===== config.mk =====
export PLATFORM = sky130hd
export DESIGN_NAME = irq_flag_ctrl
export DESIGN_NICKNAME = d
export VERILOG_FILES = /design/src/rtl/irq_pkg.sv /design/src/rtl/irq_src_cond.sv /design/src/rtl/irq_flag_bank.sv /design/src/rtl/irq_regs.sv /design/src/rtl/irq_flag_ctrl.sv
export SDC_FILE = /design/constraint.sdc
export NUM_CORES = 1
export LEC_CHECK = 0
export BUFFER_PORTS_ARGS = -buffer_cell sky130_fd_sc_hd__buf_2
export CELL_PAD_IN_SITES_DETAIL_PLACEMENT = 0
export CELL_PAD_IN_SITES_GLOBAL_PLACEMENT = 1
export CORE_MARGIN = 2
export CORE_UTILIZATION = 35
export CTS_CLUSTER_SIZE = 12
export DETAILED_ROUTE_END_ITERATION = 12
export GPL_TIMING_DRIVEN = 1
export HOLD_SLACK_MARGIN = 0.1
export PLACE_DENSITY_LB_ADDON = 0.1
export SYNTH_ARGS = -nofsm -noshare
export SYNTH_HDL_FRONTEND = slang
export SYNTH_SLANG_ARGS = --single-unit

===== constraint.sdc =====
create_clock -name clk_i -period 1.5 [get_ports clk_i]
set_input_delay 0.225 -clock clk_i [delete_from_list [all_inputs] [get_ports clk_i]]
set_output_delay 0.225 -clock clk_i [all_outputs]
set_load 0.02 [all_outputs]

===== src/rtl/irq_pkg.sv =====
package irq_pkg;

   localparam int unsigned ADDR_W = 2;

   typedef enum logic [ADDR_W-1:0] {
      REG_FLAGS = 2'd0,
      REG_ALLOW = 2'd1,
      REG_CLEAR = 2'd2,
      REG_CTRL  = 2'd3
   } reg_sel_e;

endpackage


===== src/rtl/irq_src_cond.sv =====
module irq_src_cond #(
   parameter int unsigned WIDTH    = 5,
   parameter bit          EDGE_DET = 1'b1
) (
   input  logic             clk_i,
   input  logic             rst_ni,
   input  logic [WIDTH-1:0] req_i,
   output logic [WIDTH-1:0] set_o
);

   generate
      if (WIDTH < 1) begin : g_bad_width
         $error("irq_src_cond: WIDTH must be at least 1");
      end

      if (EDGE_DET) begin : g_edge
         logic [WIDTH-1:0] prev_q;
         always_ff @(posedge clk_i) begin
            if (!rst_ni) prev_q <= '0;
            else         prev_q <= req_i;
         end
         assign set_o = req_i & ~prev_q;
      end else begin : g_level
         assign set_o = req_i;
      end
   endgenerate

endmodule


===== src/rtl/irq_flag_bank.sv =====
module irq_flag_bank #(
   parameter int unsigned N_SRC = 13
) (
   input  logic             clk_i,
   input  logic             rst_ni,
   input  logic [N_SRC-1:0] set_i,
   input  logic [N_SRC-1:0] clr_i,
   output logic [N_SRC-1:0] flags_o
);

   generate
      for (genvar i = 0; i < N_SRC; i++) begin : g_flag
         logic flag_q;
         always_ff @(posedge clk_i) begin
            if (!rst_ni)       flag_q <= 1'b0;
            else if (set_i[i]) flag_q <= 1'b1;
            else if (clr_i[i]) flag_q <= 1'b0;
         end
         assign flags_o[i] = flag_q;
      end
   endgenerate

endmodule


===== src/rtl/irq_regs.sv =====
module irq_regs
   import irq_pkg::*;
#(
   parameter int unsigned N_SRC  = 13,
   parameter int unsigned DATA_W = 16
) (
   input  logic                  clk_i,
   input  logic                  rst_ni,
   input  logic                  halt_i,
   input  logic                  rd_en_i,
   input  logic                  wr_en_i,
   input  logic [ADDR_W-1:0]     addr_i,
   input  logic [DATA_W-1:0]     wdata_i,
   input  logic [N_SRC-1:0]      flags_i,
   output logic [N_SRC-1:0]      clr_o,
   output logic [N_SRC-1:0]      allow_o,
   output logic                  gie_o,
   output logic [DATA_W-1:0]     rdata_o
);

   localparam int unsigned PAD_W = DATA_W - N_SRC;

   reg_sel_e          sel;
   logic [N_SRC-1:0]  allow_q;
   logic              gie_q;
   logic              halt_q;
   logic              halt_rise;
   logic [DATA_W-1:0] rdata_q;
   logic [DATA_W-1:0] rd_mux;

   assign sel       = reg_sel_e'(addr_i);
   assign halt_rise = halt_i & ~halt_q;

   always_comb begin
      clr_o = '0;
      if (rd_en_i && sel == REG_FLAGS) clr_o = clr_o | flags_i;
      if (wr_en_i && sel == REG_CLEAR) clr_o = clr_o | wdata_i[N_SRC-1:0];
   end

   generate
      if (PAD_W > 0) begin : g_pad
         always_comb begin
            unique case (sel)
               REG_FLAGS: rd_mux = {{PAD_W{1'b0}}, flags_i};
               REG_ALLOW: rd_mux = {{PAD_W{1'b0}}, allow_q};
               REG_CLEAR: rd_mux = '0;
               REG_CTRL:  rd_mux = {{(DATA_W-1){1'b0}}, gie_q};
               default:   rd_mux = '0;
            endcase
         end
      end else begin : g_nopad
         always_comb begin
            unique case (sel)
               REG_FLAGS: rd_mux = flags_i;
               REG_ALLOW: rd_mux = allow_q;
               REG_CLEAR: rd_mux = '0;
               REG_CTRL:  rd_mux = {{(DATA_W-1){1'b0}}, gie_q};
               default:   rd_mux = '0;
            endcase
         end
      end
   endgenerate

   always_ff @(posedge clk_i) begin
      if (!rst_ni) begin
         allow_q <= '0;
         gie_q   <= 1'b0;
         halt_q  <= 1'b0;
         rdata_q <= '0;
      end else begin
         halt_q <= halt_i;
         if (wr_en_i && sel == REG_ALLOW) allow_q <= wdata_i[N_SRC-1:0];
         if (halt_rise)                       gie_q <= 1'b1;
         else if (wr_en_i && sel == REG_CTRL) gie_q <= wdata_i[0];
         if (rd_en_i) rdata_q <= rd_mux;
      end
   end

   assign allow_o = allow_q;
   assign gie_o   = gie_q;
   assign rdata_o = rdata_q;

endmodule


===== src/rtl/irq_flag_ctrl.sv =====
module irq_flag_ctrl
   import irq_pkg::*;
#(
   parameter int unsigned N_EXT    = 5,
   parameter int unsigned N_INT    = 8,
   parameter int unsigned DATA_W   = 16,
   parameter bit          EXT_EDGE = 1'b1
) (
   input  logic                  clk_i,
   input  logic                  rst_ni,
   input  logic [N_EXT-1:0]      ext_req_i,
   input  logic [N_INT-1:0]      int_req_i,
   input  logic                  halt_i,
   input  logic                  rd_en_i,
   input  logic                  wr_en_i,
   input  logic [ADDR_W-1:0]     addr_i,
   input  logic [DATA_W-1:0]     wdata_i,
   output logic [DATA_W-1:0]     rdata_o,
   output logic                  irq_o
);

   localparam int unsigned N_SRC = N_EXT + N_INT;

   generate
      if (N_EXT < 1 || N_INT < 1) begin : g_bad_cnt
         $error("irq_flag_ctrl: each source group needs at least one source");
      end
      if (N_SRC > DATA_W) begin : g_bad_dw
         $error("irq_flag_ctrl: DATA_W must hold all source flags");
      end
   endgenerate

   logic [N_EXT-1:0] ext_set;
   logic [N_SRC-1:0] set_vec;
   logic [N_SRC-1:0] clr_vec;
   logic [N_SRC-1:0] flags;
   logic [N_SRC-1:0] allow;
   logic             gie;

   irq_src_cond #(
      .WIDTH    (N_EXT),
      .EDGE_DET (EXT_EDGE)
   ) u_ext_cond (
      .clk_i  (clk_i),
      .rst_ni (rst_ni),
      .req_i  (ext_req_i),
      .set_o  (ext_set)
   );

   assign set_vec = {int_req_i, ext_set};

   irq_flag_bank #(
      .N_SRC (N_SRC)
   ) u_flags (
      .clk_i   (clk_i),
      .rst_ni  (rst_ni),
      .set_i   (set_vec),
      .clr_i   (clr_vec),
      .flags_o (flags)
   );

   irq_regs #(
      .N_SRC  (N_SRC),
      .DATA_W (DATA_W)
   ) u_regs (
      .clk_i   (clk_i),
      .rst_ni  (rst_ni),
      .halt_i  (halt_i),
      .rd_en_i (rd_en_i),
      .wr_en_i (wr_en_i),
      .addr_i  (addr_i),
      .wdata_i (wdata_i),
      .flags_i (flags),
      .clr_o   (clr_vec),
      .allow_o (allow),
      .gie_o   (gie),
      .rdata_o (rdata_o)
   );

   assign irq_o = gie & (|(flags & allow));

endmodule


==> impl_metrics.tcl <==
set metrics [dict create \
    dieArea_um2 6300 \
    crit_fanout 2 \
    final.hold.worst_slack_ns 0.130 \
    worst_skew_pair.late_latency_ns 0.29 \
    timing_max_transition_violations_final 0 \
    fp.coreArea_um2 5510 \
    worstSetupStartpointType "register" \
    timing.critical_path.slowest_cell_delay_ns 0.37 \
    synth_cell_type_count 26 \
    worst_path_max_delay_cell "a222oi_1" \
    synth_cells 216 \
    final-seq-area_um2 923 \
    gp_routability_congestion 0.713 \
    timing.fmax_mhz 602 \
    maximum_number_of_pins_on_one_net_before_global_route_repair 22 \
    ir_drop_v 0.000614 \
    clkTransAtPathRegs_ns 0.08 \
    cp_cell_sequence "a222oi_1 > nand3_1 > o21a_1 > buf_6" \
    routed_wirelength_mm 4.51 \
    complex_gate_fraction_of_the_synthesized_area 0.231 \
    leakage_nw 1.08 \
    hold_buffers 0 \
    initial_cell_density_of_the_core 0.361 \
    min-delay-path-class "input pin to register" \
    worstPathRequired_ns 1.27 \
    p_total_mw 2.41 \
    synth_async_sr_flop_share 0 \
    insertedDiodeCount 0 \
    post_synthesis_sequential_area_ratio 0.463 \
    critical_path.n_buffers_inverters 1 \
    synthToLayoutAreaGrowth_pct 21.2 \
    initial_antenna_violation_count 0 \
    routed-via-count 1602 \
    tritoncts "yes" \
    drive_above_1_share 0.275 \
    first_iter_violations 66 \
    finalWorstPathRequiredPeriod_ns 1.66 \
    synth_ff_type "dfxtp_1" \
    end_kind "output pin" \
    pwr_density_cell_nw_per_um2 1000 \
    final.period_utilization 1.11 \
    combinational_family_with_the_most_area_after_synthesis "compound AO/OA/AOI/OAI gates" \
    io_pins 53 \
    mostFrequentLayoutCells "buf_2 (45), dfxtp_1 (44), nand2_1 (31)" \
    number_of_global_route_vias_before_repair 1506 \
    cap_violations 0 \
    drt.antenna.violating_nets 0 \
    synth_simple_gate_area_share 0.140 \
    route.detailed.wl_per_inst_um 13.2 \
    post_synth_instance_area_um2 1990 \
    rows 27 \
    synth_fa_ha_area_frac 0 \
    multi_input_combinational_cell_area_um2 890 \
    layout.filler_cells 586 \
    synth_edf_count 0 \
    globalRouteTotalUtil 0.150 \
    placement.io_buffers 46 \
    wire_length_of_the_first_global_routing_pass_mm 7.26 \
    cts.path.max_buffers 2 \
    run_status "finished with violations" \
    hold_viol 0 \
    place_hpwl_mm 3.37 \
    die-width_um 79.3 \
    drc 0 \
    hold-path-cell-count 3 \
    die_h_um 79.3 \
    firstDrtPassIters 4 \
    avgViaCountPerCell 4.70 \
    postSynthAreaPerCell_um2 9.20 \
    grt.overflow.total 0 \
    grt_setup_unrepaired "true" \
    clock_tree.htree_level_count 2 \
    violations "setup timing" \
    muxShareOfSynthArea 0.0705 \
    fin_worst_skew_ns 0.00251 \
    layout.cells.most_common "buf_2" \
    cts_sinks 46 \
    timing.critical_path.max_delay_family "compound AO/OA/AOI/OAI gates" \
    synth_seq_cells 46 \
    post-route-worst-setup-slack_ns -0.160 \
    numCtsBuffers 5 \
    critPathKind "register to output pin" \
    reg2reg_depth 4 \
    synthXorXnorAreaFrac 0 \
    finish.net_count 304 \
    synthesis.yosys.warnings 0 \
    setup_viol 1 \
    root_cell_of_the_clock_tree "clkbuf_8" \
    timing.critical_path.arrival_ns 1.44 \
    worst-path-stages 4 \
]
kinds of logic (layout without fill, tap and decap cells):
kind of cell / Yosys count / in the layout
other: 1 / 3
muxes: 14 / 14
buffers and inverters: 39 / 90
AOI/OAI and AO/OA: 62 / 62
DFF: 46 / 46
and+or+nand+nor: 54 / 54
cell usage after synthesis (2+ instances only):
library cell	count	area, µm²
inv_1	25	93.8
a22oi_1	5	37.5
mux2i_1	14	140
a211oi_1	8	60.1
dfxtp_1	46	921
nand2_1	31	116
a21bo_2	5	50.1
a21boi_1	4	30.0
buf_4	8	60.1
nand2b_1	2	12.5
clkbuf_1	5	18.8
a21boi_0	10	75.1
nand3_1	4	20.0
and2_1	13	81.3
o21a_1	9	67.6
o22ai_1	17	106
worst reg2reg max path, cell delays in order, from the launching register on:
cell and delay, ns:
dfxtp_2 0.33, buf_4 0.13, mux2i_1 0.14, o22ai_1 0.08
and2_1 0.15
final cells by class:
class | instances | area share
Clock inverter | 1 | 0.00208
Timing Repair Buffer | 57 | 0.133
Tap cell | 72 | 0.0374
Multi-Input combinational cell | 133 | 0.370
Inverter | 25 | 0.0390
Clock buffer | 7 | 0.0359
Sequential cell | 46 | 0.384
worst paths after layout:
check        slack (ns)                          end                         from
max               -0.16                        irq_o    u_flags.g_flag[12].flag_q
min                0.13  u_ext_cond.g_edge.prev_q[2]                 ext_req_i[2]
max reg2reg        0.58           u_regs.rdata_o[12]    u_flags.g_flag[12].flag_q
min reg2reg        0.43     u_flags.g_flag[2].flag_q  u_ext_cond.g_edge.prev_q[2]
what timing repair did:
action,4_1_cts,5_1_grt
pin swaps,3,0
setup endpoints to repair,1,1
gates resized for setup,3,1
setup buffers,1,0
sequential cells by signal (all words and copies together) (netlist names):
register and cells:
u_regs.gie_o 1, u_regs.allow_o 13, u_flags.g_flag.flag_q 13, u_ext_cond.g_edge.prev_q 5
u_regs.halt_q 1, u_regs.rdata_o 13
report_power, final:
group	switching, mW	internal [mW]	total [mW]
Combinational	0.155	0.150	0.305
Clock	0.410	0.372	0.783
Sequential	0.0378	1.28	1.32
Total	0.604	1.80	2.41
metal layers:
| metal | track usage | routed length [µm] |
|---|---|---|
| met1 | 0.190 | 2120 |
| met4 | 0.0517 | 44 |
| met5 | 0 | 0 |
| met2 | 0.250 | 2160 |
| met3 | 0.0364 | 174 |
through the flow:
| step | instances | TNS, ns | util | setup slack (ns) | cell area [µm²] |
|---|---|---|---|---|---|
| after global routing | 341 | -0.231 | 0.437 | -0.231 | 2410 |
| after detailed placement | 332 | 0 | 0.418 | 0.134 | 2300 |
| after CTS | 341 | -0.173 | 0.437 | -0.173 | 2410 |
| after floorplan | 218 | 0 | - | 0.313 | 1990 |
| after global placement | 332 | 0 | 0.418 | 0.137 | 2300 |
| final | 341 | -0.160 | 0.437 | -0.160 | 2410 |
Power figures use the tool's default switching activity.
